[src/rtl/pmseq_pkg.sv]
package pmseq_pkg;

  typedef enum logic [1:0] {
    PM_ACTIVE = 2'b00,
    PM_NAP    = 2'b01,
    PM_SLEEP  = 2'b10,
    PM_KEEP   = 2'b11
  } pm_mode_e;

  typedef enum logic [2:0] {
    ST_ACT,
    ST_NAP,
    ST_SLP,
    ST_CMD,
    ST_WAKE,
    ST_SETTLE
  } seq_st_e;

endpackage

[src/rtl/pm_pulse_train.sv]
module pm_pulse_train #(
  parameter int PULSE_CYC  = 2,
  parameter int MAX_PULSES = 4
) (
  input  logic                              clk,
  input  logic                              rst_n,
  input  logic                              start_i,
  input  logic [$clog2(MAX_PULSES+1)-1:0]   num_i,
  output logic                              line_o,
  output logic                              busy_o,
  output logic                              done_o
);
  localparam int CW = $clog2(MAX_PULSES + 1);
  localparam int PW = (PULSE_CYC > 1) ? $clog2(2 * PULSE_CYC) : 1;
  localparam logic [PW-1:0] PH_HI   = PW'(PULSE_CYC);
  localparam logic [PW-1:0] PH_LAST = PW'(2 * PULSE_CYC - 1);
  localparam logic [CW-1:0] ONE     = CW'(1);

  logic [PW-1:0] ph_q;
  logic [CW-1:0] rem_q;
  logic          busy_q;
  logic          done_q;

  always_ff @(posedge clk or negedge rst_n) begin
    if (!rst_n) begin
      ph_q   <= '0;
      rem_q  <= '0;
      busy_q <= 1'b0;
      done_q <= 1'b0;
    end else begin
      done_q <= 1'b0;
      if (start_i && !busy_q) begin
        ph_q   <= '0;
        rem_q  <= num_i;
        busy_q <= (num_i != '0);
      end else if (busy_q) begin
        if (ph_q == PH_LAST) begin
          ph_q  <= '0;
          rem_q <= rem_q - ONE;
          if (rem_q == ONE) begin
            busy_q <= 1'b0;
            done_q <= 1'b1;
          end
        end else begin
          ph_q <= ph_q + 1'b1;
        end
      end
    end
  end

  assign line_o = busy_q && (ph_q < PH_HI);
  assign busy_o = busy_q;
  assign done_o = done_q;

  // high-run monitor for the width check
  localparam logic [PW:0] HI_LEN = (PW+1)'(PULSE_CYC);
  logic [PW:0] hi_run_q;
  always_ff @(posedge clk or negedge rst_n) begin
    if (!rst_n) hi_run_q <= '0;
    else if (line_o) hi_run_q <= hi_run_q + 1'b1;
    else hi_run_q <= '0;
  end

  // every emitted pulse lasts exactly PULSE_CYC cycles
  a_r6_pulse_width: assert property (@(posedge clk) disable iff (!rst_n)
    $fell(line_o) |-> hi_run_q == HI_LEN);

  // a train is never restarted while running
  a_r6_no_restart: assert property (@(posedge clk) disable iff (!rst_n)
    busy_o |-> !start_i);

endmodule

[src/rtl/pm_settle_timer.sv]
module pm_settle_timer #(
  parameter int CYCLES = 500000
) (
  input  logic clk,
  input  logic rst_n,
  input  logic start_i,
  output logic busy_o,
  output logic done_o
);
  localparam int CNTW = (CYCLES > 1) ? $clog2(CYCLES + 1) : 1;
  localparam logic [CNTW-1:0] LOAD = CNTW'(CYCLES - 1);

  logic [CNTW-1:0] cnt_q;
  logic            busy_q;
  logic            done_q;

  always_ff @(posedge clk or negedge rst_n) begin
    if (!rst_n) begin
      cnt_q  <= '0;
      busy_q <= 1'b0;
      done_q <= 1'b0;
    end else begin
      done_q <= 1'b0;
      if (start_i && !busy_q) begin
        cnt_q  <= LOAD;
        busy_q <= 1'b1;
      end else if (busy_q) begin
        if (cnt_q == '0) begin
          busy_q <= 1'b0;
          done_q <= 1'b1;
        end else begin
          cnt_q <= cnt_q - 1'b1;
        end
      end
    end
  end

  assign busy_o = busy_q;
  assign done_o = done_q;

  // completion is reported only when a wait was running
  a_r10_done_after_busy: assert property (@(posedge clk) disable iff (!rst_n)
    done_o |-> $past(busy_o));

endmodule

[src/rtl/adc_pwr_seq.sv]
module adc_pwr_seq #(
  parameter int CLK_KHZ   = 250000,
  parameter int SETTLE_US = 2000,
  parameter int PULSE_CYC = 2
) (
  input  logic       clk,
  input  logic       rst_n,
  input  logic       req_valid,
  input  logic [1:0] req_mode,
  output logic       req_ready,
  output logic [1:0] cur_mode,
  input  logic       rd_conv,
  input  logic       rd_sck,
  output logic       rd_grant,
  output logic       adc_conv,
  output logic       adc_sck
);
  import pmseq_pkg::*;

  localparam int RAW_SETTLE   = CLK_KHZ * SETTLE_US / 1000;
  localparam int SETTLE_CYC   = (RAW_SETTLE > 0) ? RAW_SETTLE : 1;
  localparam int NAP_PULSES   = 2;
  localparam int SLEEP_PULSES = 4;
  localparam int MAXP         = SLEEP_PULSES;
  localparam int CW           = $clog2(MAXP + 1);
  localparam logic [CW-1:0] N_NAP   = CW'(NAP_PULSES);
  localparam logic [CW-1:0] N_SLEEP = CW'(SLEEP_PULSES);

  seq_st_e  st_q, st_n;
  pm_mode_e tgt_q, tgt_n;
  pm_mode_e mode_q, mode_n;
  logic     from_slp_q, from_slp_n;

  logic          conv_go, sck_go, tmr_go;
  logic [CW-1:0] conv_num;
  logic          conv_line, conv_busy, conv_done;
  logic          sck_line, sck_busy, sck_done;
  logic          tmr_busy, tmr_done;
  logic          accept;
  pm_mode_e      req_m;

  assign req_m     = pm_mode_e'(req_mode);
  assign req_ready = (st_q == ST_ACT) || (st_q == ST_NAP) || (st_q == ST_SLP);
  assign accept    = req_valid && req_ready;

  always_comb begin
    st_n       = st_q;
    tgt_n      = tgt_q;
    mode_n     = mode_q;
    from_slp_n = from_slp_q;
    conv_go    = 1'b0;
    conv_num   = N_NAP;
    sck_go     = 1'b0;
    tmr_go     = 1'b0;
    unique case (st_q)
      ST_ACT: if (accept) begin
        if (req_m == PM_NAP) begin
          conv_go = 1'b1; conv_num = N_NAP;   tgt_n = PM_NAP;   st_n = ST_CMD;
        end else if (req_m == PM_SLEEP) begin
          conv_go = 1'b1; conv_num = N_SLEEP; tgt_n = PM_SLEEP; st_n = ST_CMD;
        end
      end
      ST_NAP: if (accept) begin
        if (req_m == PM_SLEEP) begin
          conv_go = 1'b1; conv_num = N_SLEEP; tgt_n = PM_SLEEP; st_n = ST_CMD;
        end else if (req_m == PM_ACTIVE) begin
          sck_go = 1'b1; from_slp_n = 1'b0; tgt_n = PM_ACTIVE; st_n = ST_WAKE;
        end
      end
      ST_SLP: if (accept) begin
        if (req_m == PM_ACTIVE || req_m == PM_NAP) begin
          sck_go = 1'b1; from_slp_n = 1'b1; tgt_n = req_m; st_n = ST_WAKE;
        end
      end
      ST_CMD: if (conv_done) begin
        st_n   = (tgt_q == PM_SLEEP) ? ST_SLP : ST_NAP;
        mode_n = tgt_q;
      end
      ST_WAKE: if (sck_done) begin
        if (from_slp_q) begin
          tmr_go = 1'b1; st_n = ST_SETTLE;
        end else begin
          st_n = ST_ACT; mode_n = PM_ACTIVE;
        end
      end
      ST_SETTLE: if (tmr_done) begin
        if (tgt_q == PM_NAP) begin
          conv_go = 1'b1; conv_num = N_NAP; st_n = ST_CMD;
        end else begin
          st_n = ST_ACT; mode_n = PM_ACTIVE;
        end
      end
      default: st_n = ST_ACT;
    endcase
  end

  always_ff @(posedge clk or negedge rst_n) begin
    if (!rst_n) begin
      st_q       <= ST_ACT;
      tgt_q      <= PM_ACTIVE;
      mode_q     <= PM_ACTIVE;
      from_slp_q <= 1'b0;
    end else begin
      st_q       <= st_n;
      tgt_q      <= tgt_n;
      mode_q     <= mode_n;
      from_slp_q <= from_slp_n;
    end
  end

  pm_pulse_train #(.PULSE_CYC(PULSE_CYC), .MAX_PULSES(MAXP)) u_conv_train (
    .clk(clk), .rst_n(rst_n), .start_i(conv_go), .num_i(conv_num),
    .line_o(conv_line), .busy_o(conv_busy), .done_o(conv_done)
  );

  pm_pulse_train #(.PULSE_CYC(PULSE_CYC), .MAX_PULSES(MAXP)) u_sck_train (
    .clk(clk), .rst_n(rst_n), .start_i(sck_go), .num_i(CW'(1)),
    .line_o(sck_line), .busy_o(sck_busy), .done_o(sck_done)
  );

  pm_settle_timer #(.CYCLES(SETTLE_CYC)) u_settle (
    .clk(clk), .rst_n(rst_n), .start_i(tmr_go),
    .busy_o(tmr_busy), .done_o(tmr_done)
  );

  assign rd_grant = (st_q == ST_ACT);
  assign cur_mode = mode_q;
  assign adc_conv = rd_grant ? rd_conv : conv_line;
  assign adc_sck  = rd_grant ? rd_sck  : sck_line;

  // rising-edge count of the convert train, for the burst-length check
  logic          conv_prev_q;
  logic [CW-1:0] rises_q;
  always_ff @(posedge clk or negedge rst_n) begin
    if (!rst_n) begin
      conv_prev_q <= 1'b0;
      rises_q     <= '0;
    end else begin
      conv_prev_q <= conv_line;
      if (conv_go) rises_q <= '0;
      else if (conv_line && !conv_prev_q) rises_q <= rises_q + 1'b1;
    end
  end

  // burst length matches the target mode
  a_r5_burst_len: assert property (@(posedge clk) disable iff (!rst_n)
    conv_done |-> rises_q == ((tgt_q == PM_SLEEP) ? N_SLEEP : N_NAP));

  // serial clock still while a convert burst runs
  a_r4_sck_still: assert property (@(posedge clk) disable iff (!rst_n)
    conv_busy |-> !adc_sck);

  // lines never granted while any internal activity runs
  a_r8_no_grant_busy: assert property (@(posedge clk) disable iff (!rst_n)
    (conv_busy || sck_busy || tmr_busy) |-> !rd_grant);

  // ready only when nothing is in flight
  a_r3_ready_idle: assert property (@(posedge clk) disable iff (!rst_n)
    req_ready |-> !(conv_busy || sck_busy || tmr_busy));

  // grant never returns while the reference wait runs
  a_r10_grant_after_wait: assert property (@(posedge clk) disable iff (!rst_n)
    $rose(rd_grant) |-> !tmr_busy);

  // converter lines quiet in a resting low-power state
  a_r7_quiet_rest: assert property (@(posedge clk) disable iff (!rst_n)
    (st_q == ST_NAP || st_q == ST_SLP) |-> (!adc_conv && !adc_sck));

  // wake pulse never overlaps a convert pulse
  a_r9_wake_alone: assert property (@(posedge clk) disable iff (!rst_n)
    sck_busy |-> !adc_conv);

endmodule

[config.mk]
export PLATFORM = sky130hd
export DESIGN_NAME = adc_pwr_seq
export DESIGN_NICKNAME = d
export VERILOG_FILES = /design/src/rtl/pmseq_pkg.sv /design/src/rtl/pm_pulse_train.sv /design/src/rtl/pm_settle_timer.sv /design/src/rtl/adc_pwr_seq.sv
export SDC_FILE = /design/constraint.sdc
export NUM_CORES = 1
export LEC_CHECK = 0
export ABC_AREA = 1
export BUFFER_PORTS_ARGS = -buffer_cell sky130_fd_sc_hd__buf_2
export CORE_UTILIZATION = 40
export DETAILED_ROUTE_END_ITERATION = 10
export PLACE_DENSITY = 0.63
export SYNTH_ARGS = -nofsm -noshare
export SYNTH_HDL_FRONTEND = slang
export SYNTH_SLANG_ARGS = --single-unit
[constraint.sdc]
create_clock -name clk -period 1.6 [get_ports clk]
set_input_delay 0.32 -clock clk [delete_from_list [all_inputs] [get_ports clk]]
set_output_delay 0.32 -clock clk [all_outputs]
set_load 0.02 [all_outputs]
==> results of run 1 <==
-- kinds of logic (layout without fill, tap and decap cells) --
group,Yosys count,in the layout,share of synthesized area (%)
xor gates and xnor gates,4,4,1.29
adders and majority gates,12,12,5.52
buffers and inverters,46,110,6.90
and+or+nand+nor,243,243,39.9
AOI/OAI and AO/OA,32,32,6.81
DFF,43,43,39.6
-- routing by layer --
metal	track usage [%]	share of wire, %	up-vias
li1	-	-	1357
met1	24.6	46	1253
met2	33.5	50	49
met3	3.24	3.3	13
met4	6.47	1.6	0
met5	0	0	-
-- synth_stat cells --
cell	count	area, µm²
nand2_1	115	432
a21oi_1	5	25.0
a21o_1	4	30.0
dfrtp_1	43	1080
o21ai_1	5	25.0
ha_1	12	150
nand3_1	50	250
nor2_1	42	158
clkbuf_1	1	3.75
nor3_2	2	20.0
or2_1	1	6.26
o221ai_1	1	8.76
nor2_2	4	25.0
xnor2_1	1	8.76
inv_2	8	30.0
buf_2	3	15.0
nand3_2	1	10.0
buf_6	1	11.3
buf_4	1	7.51
o21ai_0	12	60.1
xor2_1	3	26.3
or2_2	5	31.3
o22ai_1	1	6.26
o31ai_1	2	15.0
nand3b_1	2	15.0
o21a_1	1	7.51
nand2_2	2	12.5
nor3b_2	1	12.5
o211ai_1	1	7.51
and2_1	1	6.26
inv_1	32	120
nand4_2	1	12.5
nor3_1	5	25.0
nand4_1	11	68.8
-- flip-flops by register name (all words and copies together) (netlist names), 2 cells and up --
name                flops
u_settle.cnt_q         19
st_q                    3
u_conv_train.rem_q      3
u_sck_train.rem_q       3
cur_mode                2
tgt_q                   2
u_conv_train.ph_q       2
u_sck_train.ph_q        2
-- report_power, final --
part           internal, µW  switching [µW]
sequential             1380             271
clock                   624             390
combinational          1670            2040
-- area by class of cell --
class                           instances  area [µm²]  area share, %
Timing Repair Buffer                   62         494           13.8
Inverter                               40         158           4.40
Clock buffer                            6        72.6           2.03
Tap cell                               77        96.3           2.69
Multi-Input combinational cell        291        1620           45.2
Sequential cell                        43        1080           30.2
Clock inverter                          2        60.1           1.68
-- per-stage QoR --
stage | setup slack [ns] | utilization (%)
global placement | -0.0317 | 48.2
CTS | -0.0847 | 51.1
floorplan | 0.0191 | -
finish | -0.0907 | 55.5
global route | -0.159 | 55.5
detailed placement | -0.0515 | 48.2
-- critical path, stage by stage, from the launching register on --
cell and delay [ns]:
dfrtp_2 0.44, nor3_4 0.22, buf_6 0.15, nand2_2 0.05
o31ai_2 0.05, buf_4 0.17
-- worst max path at each step --
stage	start	to	slack, ns
after floorplan	u_settle.cnt_q[0]$_DFFE_PN0P_	u_settle.cnt_q[8]$_DFFE_PN0P_	0.02
after global placement	req_mode[0]	st_q[0]$_DFFE_PN0P_	-0.03
after global routing	st_q[2]$_DFFE_PN0P_	adc_sck	-0.16
after detailed placement	req_mode[0]	st_q[1]$_DFFE_PN0P_	-0.05
after CTS	st_q[0]$_DFFE_PN0P_	adc_sck	-0.08
final	st_q[2]$_DFFE_PN0P_	adc_sck	-0.09
-- timing repair --
action | in CTS | in global routing
gates cloned | 0 | 1
setup buffers | 5 | 9
pin swaps | 1 | 9
setup endpoints to repair | 5 | 38
resized for setup | 7 | 55
hold buffers | 1 | 0
endpoints found under the hold margin | 27 | 0
==> results.json, run 1 <==
{
  "cts_root_buf": "clkbuf_8",
  "cts_made_buffers": 5,
  "max_freq_mhz": 591,
  "grt_pass1_wl_mm": 11.0,
  "reg2reg_depth": 11,
  "tritoncts": "done",
  "fin_skew_ns": 0.00547,
  "ys_types": 34,
  "whs_ns": 0.477,
  "dpl.hpwl_mm": 4.66,
  "pin_count": 13,
  "rows": 29,
  "die_area_mm2": 0.00713,
  "p_leak_uw": 0.00195,
  "wl_per_cell_um": 13.0,
  "ant_nets": 0,
  "powerDensity_mw_per_mm2": 1780,
  "synth_seq_cells": 43,
  "gp_congestion": 0.858,
  "cts_sinks": 43,
  "min_path_cells": 1,
  "hp-class": "reg -> reg",
  "via_per_inst": 5.13,
  "finalWorstSetupSlack_ns": -0.0907,
  "final_cells": 521,
  "path_class": "reg -> out",
  "clockBufferDepth": 2,
  "fill_cells": 616,
  "slew_headroom_pct": 81.4,
  "cp-end-kind": "output port",
  "cts.reportedPaths.clkPinSlew_ns": 0.08,
  "initial_core_util_pct": 42.1,
  "drive_above_1_share_pct": 28.8,
  "min_period_over_period_pct": 106,
  "ir_drop_uv": 667,
  "p_total_uw": 6380,
  "setup_viol": 3,
  "antennaDiodeCount": 0,
  "fin_setup_tns_ns": -0.193,
  "r2r_start": "st_q[2]$_DFFE_PN0P_",
  "portBuffers": 12,
  "stdcell_area_mm2": 0.00358,
  "most-common-layout-cells": "105 x nand2_1, 48 x nand3_1, 42 x buf_4",
  "synthCells": 380,
  "grt_use_total_pct": 19.3,
  "clkLatencyLatePin_ns": 0.30,
  "setup.worst_path.start_class": "flip-flop",
  "grt_pass1_vias": 2521,
  "hold_viol_final": 0,
  "grt_max_degree": 44,
  "tightest_slew_ns": 0.277,
  "path_max_fanout": 3,
  "final_nets": 462,
  "drt_iter0_markers": 183,
  "violations": "DRC, setup timing",
  "routed_wl_mm": 6.76,
  "yosysWarnings": 0,
  "netlist_area_mm2": 0.00272,
  "remaining_drc_errors": 2,
  "synth-seq-area-share_pct": 39.6,
  "critPathRequiredTime_ns": 1.28,
  "whs_endpoint": "u_conv_train.ph_q[0]$_DFFE_PN0P_",
  "die_y_um": 84.4,
  "place_area_mm2": 0.00311,
  "core_area_mm2": 0.00646,
  "drv_cap": 0,
  "arrival_ns": 1.37,
  "slew_violations": 0,
  "syn2layout_area_growth_pct": 31.8,
  "die_x_um": 84.4,
  "grt_overflow": 0,
  "status": "finished, violations left",
  "min_from": "u_conv_train.ph_q[0]$_DFFE_PN0P_",
  "min_period_ns": 1.69,
  "antenna_found_initial": 0,
  "htreeDepth": 2,
  "final_common_cell": "nand2_1",
  "syn-num-nets": 399,
  "place_inst": 497,
  "drt_pre_antenna_iters": 8,
  "r2r_slack_ns": 0.06,
  "num_vias": 2672,
  "r2r-end": "u_conv_train.rem_q[2]$_DFFE_PN0P_",
  "synth_area_per_cell_um2": 7.15,
  "rsz0062_at_grt": "yes"
}
(Power assumes the default switching activity.)
==> run 2, diff against run 1 <==
Settings changed: RECOVER_POWER from default to 100.
==> run 2 against run 1 <==
The run still ends with DRC, setup timing left. Routed wire length decreased by 0.30%. Combinational power decreased by 2%. Die area unchanged. Highest routed layer unchanged. Via count about the same. Total power decreased by 1.0%. Largest power group unchanged. Register-to-register slack got worse by 0.02 ns. Critical path depth unchanged. Worst setup slack improved by 0.0024 ns. Hold slack about the same.
==> results.json, run 2 (synthesis gave the netlist of run 1 again) <==
{
  "initial_core_util_pct": 42.1,
  "die_y_um": 84.4,
  "routed_wl_mm": 6.74,
  "swShare_pct": 42.2,
  "dpl.hpwl_mm": 4.66,
  "fin_setup_tns_ns": -0.185,
  "min_from": "u_conv_train.ph_q[0]$_DFFE_PN0P_",
  "remaining_drc_errors": 2,
  "tritoncts": "done",
  "slew_violations": 0,
  "drive_above_1_share_pct": 27.9,
  "cts_root_buf": "clkbuf_8",
  "status": "finished, violations left",
  "ir_drop_uv": 667,
  "whs_endpoint": "u_conv_train.ph_q[0]$_DFFE_PN0P_",
  "seq_power_share_pct": 26.2,
  "max_freq_mhz": 592,
  "reg2reg_depth": 9,
  "path_max_fanout": 3,
  "clkPwrFrac_pct": 16.0,
  "pin_count": 13,
  "multi_input_area_mm2": 0.00160,
  "regMostFlops": "u_settle.cnt_q",
  "hold_viol_final": 0,
  "setup_viol": 3,
  "arrival_ns": 1.37,
  "grt_overflow": 0,
  "critPathRequiredTime_ns": 1.28,
  "hp-class": "reg -> reg",
  "drt_iter0_markers": 148,
  "power_frac_comb_pct": 57.8,
  "via_per_inst": 5.13,
  "r2r-end": "u_settle.cnt_q[4]$_DFFE_PN0P_",
  "core_area_mm2": 0.00646,
  "finalWorstSetupSlack_ns": -0.0883,
  "cts_sinks": 43,
  "fin_skew_ns": 0.00199,
  "grt_use_total_pct": 19.3,
  "rsz0062_at_grt": "yes",
  "final_util_pct": 54.9,
  "most-common-layout-cells": "106 x nand2_1, 48 x nand3_1, 40 x buf_4",
  "final_nets": 462,
  "regArea_mm2": 0.00108,
  "cp-end-kind": "output port",
  "cts_made_buffers": 5,
  "min_path_cells": 1,
  "antennaDiodeCount": 0,
  "fill_cells": 622,
  "tightest_slew_ns": 0.598,
  "setup.worst_path.start_class": "flip-flop",
  "drt_pre_antenna_iters": 7,
  "grt_pass1_vias": 2521,
  "antenna_found_initial": 0,
  "p_int_uw": 3650,
  "slew_headroom_pct": 60.1,
  "largest_reg_flops": 19,
  "ant_nets": 0,
  "grt_max_degree": 44,
  "htreeDepth": 2,
  "p_leak_uw": 0.00193,
  "violations": "DRC, setup timing",
  "gp_congestion": 0.858,
  "final_common_cell": "nand2_1",
  "grt_pass1_wl_mm": 11.0,
  "wl_per_cell_um": 12.9,
  "rows": 29,
  "clockBufferDepth": 2,
  "min_period_ns": 1.69,
  "die_area_mm2": 0.00713,
  "cts.reportedPaths.clkPinSlew_ns": 0.08,
  "path_class": "reg -> out",
  "powerDensity_mw_per_mm2": 1780,
  "die_x_um": 84.4,
  "portBuffers": 12,
  "r2r_slack_ns": 0.04,
  "p_sw_uw": 2660,
  "num_vias": 2674,
  "r2r_start": "u_settle.cnt_q[0]$_DFFE_PN0P_",
  "min_period_over_period_pct": 106,
  "syn2layout_area_growth_pct": 30.5,
  "clkLatencyLatePin_ns": 0.29,
  "drv_cap": 0
}
-- run 2: how the worst max path moves through the flow --
stage / start / end / slack [ns] / cells after the start
global route: st_q[2]$_DFFE_PN0P_ / adc_sck / -0.16 / 5
global placement: req_mode[0] / st_q[0]$_DFFE_PN0P_ / -0.03 / 11
finish: st_q[2]$_DFFE_PN0P_ / adc_sck / -0.09 / 5
detailed placement: req_mode[0] / st_q[1]$_DFFE_PN0P_ / -0.05 / 11
floorplan: u_settle.cnt_q[0]$_DFFE_PN0P_ / u_settle.cnt_q[8]$_DFFE_PN0P_ / 0.02 / 10
CTS: st_q[0]$_DFFE_PN0P_ / adc_sck / -0.08 / 5
-- run 2: power by group through the flow --
stage                     sequential (µW)  clock [µW]  combinational, µW
after CTS                            1640        1040               3260
after global placement               1670           0               3020
final                                1650        1010               3650
after floorplan                      1630           0               2110
after global routing                 1690        1080               4080
after detailed placement             1680           0               3080
-- run 2: per-layer routing --
metal / track usage, % / vias up / share of wire, %
li1: - / 1358 / -
met1: 24.6 / 1259 / 45
met2: 33.5 / 46 / 50
met3: 3.24 / 11 / 3.5
met4: 6.47 / 0 / 1.5
met5: 0 / - / 0
-- run 2: critical path: stages (launching register included) --
cell and delay [ns]:
dfrtp_2 0.43, nor3_4 0.22, buf_6 0.14, nand2_2 0.05, o31ai_2 0.05, buf_4 0.17
-- run 2: layout make-up --
cell class,count,area share [%]
clock buffers,6,2.05
clock inverters,2,1.69
inverters,40,4.44
multi-input cells,291,45.2
flip-flops and latches,43,30.5
well taps,77,2.72
repair buffers,62,13.4
-- run 2: timing repair --
action	in CTS	in global routing
endpoints found under the hold margin	27	0
hold buffers	1	0
buffers inserted	5	9
setup endpoints to repair	5	38
pin swaps	1	9
cloned	0	1
gates resized for setup	7	55
-- run 2: stage by stage --
stage / power, µW / setup slack [ns] / hold slack, ns / std cells / instance area, µm²
3_5_place_dp: 4760 / -0.0515 / 0.321 / 497 / 3110
6_report: 6310 / -0.0883 / 0.477 / 521 / 3550
5_1_grt: 6860 / -0.159 / 0.511 / 521 / 3550
4_1_cts: 5950 / -0.0847 / 0.485 / 511 / 3300
3_3_place_gp: 4690 / -0.0317 / 0.320 / 497 / 3110
2_1_floorplan: 3740 / 0.0191 / 0.0244 / 380 / 2730
==> run 3, diff against run 2 <==
Settings changed: CORE_UTILIZATION 40 to 27, PLACE_DENSITY 0.63 to 0.48, SKIP_CTS_REPAIR_TIMING from default to 1.
==> run 3 against run 2 <==
The flow finishes with violations (setup timing). Register-to-register slack hardly changed. Die area rose by 47%. Clock-buffer cell count fell by 1. Clock skew increased by 0.0084 ns. Core utilization fell by 19 points. Critical endpoint unchanged.
==> results.json, run 3 (synthesis gave the netlist of run 1 again) <==
{
  "gp_congestion": 0.828,
  "drt_pre_antenna_iters": 4,
  "ant_nets": 0,
  "largest_reg_flops": 19,
  "initial_core_util_pct": 27.8,
  "grt_use_total_pct": 13.7,
  "powerDensity_mw_per_mm2": 1640,
  "p_leak_uw": 0.00190,
  "die_area_mm2": 0.0105,
  "drt_iter0_markers": 122,
  "grt_overflow": 0,
  "final_common_cell": "nand2_1",
  "portBuffers": 12,
  "ir_drop_uv": 540,
  "violations": "setup timing",
  "setup.worst_path.start_class": "flip-flop",
  "wl_per_cell_um": 11.6,
  "min_period_ns": 1.73,
  "max_freq_mhz": 578,
  "remaining_drc_errors": 0,
  "grt_pass1_vias": 2410,
  "dp_slack_ns": -0.0475,
  "tritoncts": "done",
  "stdcell_area_mm2": 0.00349,
  "die_y_um": 102,
  "status": "finished, violations left",
  "die_x_um": 102,
  "hold_viol_final": 0,
  "finalWorstSetupSlack_ns": -0.130,
  "multi_input_area_mm2": 0.00158,
  "fill_cells": 1054,
  "regMostFlops": "u_settle.cnt_q",
  "grt_max_degree": 21,
  "path_class": "reg -> out",
  "place_inst": 556,
  "slew_headroom_pct": 35.8,
  "drive_above_1_share_pct": 25.7,
  "core_area_mm2": 0.00977,
  "cp-end-kind": "output port",
  "hp-class": "reg -> reg",
  "most-common-layout-cells": "108 x nand2_1, 50 x nand3_1, 40 x buf_4",
  "rsz0062_at_grt": "yes",
  "final_cells": 573,
  "antenna_found_initial": 0,
  "fin_skew_ns": 0.0104,
  "antennaDiodeCount": 0,
  "path_max_fanout": 6,
  "cts_sinks": 43,
  "via_per_inst": 4.48,
  "dpl.hpwl_mm": 5.08,
  "grt_pass1_wl_mm": 11.3,
  "cts.reportedPaths.clkPinSlew_ns": 0.09,
  "setup_viol": 2,
  "pin_count": 13,
  "rows": 36,
  "arrival_ns": 1.41,
  "drv_cap": 0,
  "clkLatencyLatePin_ns": 0.30,
  "slew_violations": 0,
  "routed_wl_mm": 6.67,
  "cts_made_buffers": 5,
  "num_vias": 2567,
  "syn2layout_area_growth_pct": 28.5,
  "clockBufferDepth": 2,
  "place_area_mm2": 0.00320,
  "min_period_over_period_pct": 108,
  "regArea_mm2": 0.00108,
  "tightest_slew_ns": 0.962,
  "htreeDepth": 2,
  "cts_root_buf": "clkbuf_8",
  "critPathRequiredTime_ns": 1.28,
  "final_nets": 458
}
[run 3: cell types whose count changed in the layout (fill, tap and decap cells not counted), moves of 3 or more]
cell      before  now
clkinv_2       0    3
nor2_1        31   28
o21ai_1        3    6
o21ai_2        3    0
[run 3: through the flow]
step	hold slack, ns	power [µW]	util [%]	TNS, ns
finish	0.485	5720	35.7	-0.254
global route	0.516	6330	35.7	-2.05
CTS	-0.0500	5450	33.6	-0.755
detailed placement	0.280	4730	32.8	-0.132
global placement	0.277	4710	32.8	-0.108
floorplan	0.0244	3740	-	0
[run 3: power by group]
part,total (µW),switching [µW],internal (µW),leakage (µW)
Clock,686,386,300,0.0000477
Combinational,3370,1860,1500,0.00129
Sequential,1670,287,1380,0.000565
[run 3: area by class of cell]
class / count / share of cell area [%]
Timing Repair Buffer: 58 / 12.2
Clock buffer: 5 / 1.97
Sequential cell: 43 / 30.9
Tap cell: 133 / 4.76
Multi-Input combinational cell: 291 / 45.3
Inverter: 40 / 4.37
Clock inverter: 3 / 0.430
[run 3: final timing paths]
check,cells past startpoint,endpoint,startpoint,slack [ns]
worst max-delay path,5,adc_sck,st_q[1]$_DFFE_PN0P_,-0.13
worst min-delay path,1,u_sck_train.ph_q[0]$_DFFE_PN0P_,u_sck_train.ph_q[0]$_DFFE_PN0P_,0.48
worst max register to register,10,u_sck_train.rem_q[0]$_DFFE_PN0P_,st_q[0]$_DFFE_PN0P_,0.03
worst min register to register,1,u_sck_train.ph_q[0]$_DFFE_PN0P_,u_sck_train.ph_q[0]$_DFFE_PN0P_,0.48
max in group asynchronous,3,u_settle.cnt_q[1]$_DFFE_PN0P_,rst_n,0.17
min in group asynchronous,2,st_q[0]$_DFFE_PN0P_,rst_n,0.69
[run 3: critical path, cell delays in order, from the launching register on]
cell and delay (ns):
dfrtp_2 0.48, nor3_4 0.20, buf_6 0.14, nand2_2 0.04
o31ai_1 0.05, buf_2 0.19
[run 3: routing by layer]
| layer | share of wire [%] | routed length, µm | global-route usage, % | vias to the layer above |
|---|---|---|---|---|
| li1 | - | - | - | 1363 |
| met1 | 49 | 3250 | 17.7 | 1185 |
| met2 | 49 | 3260 | 24.2 | 15 |
| met3 | 1.6 | 107 | 2.05 | 4 |
| met4 | 0.78 | 52 | 3.30 | 0 |
| met5 | 0 | 0 | 0 | - |
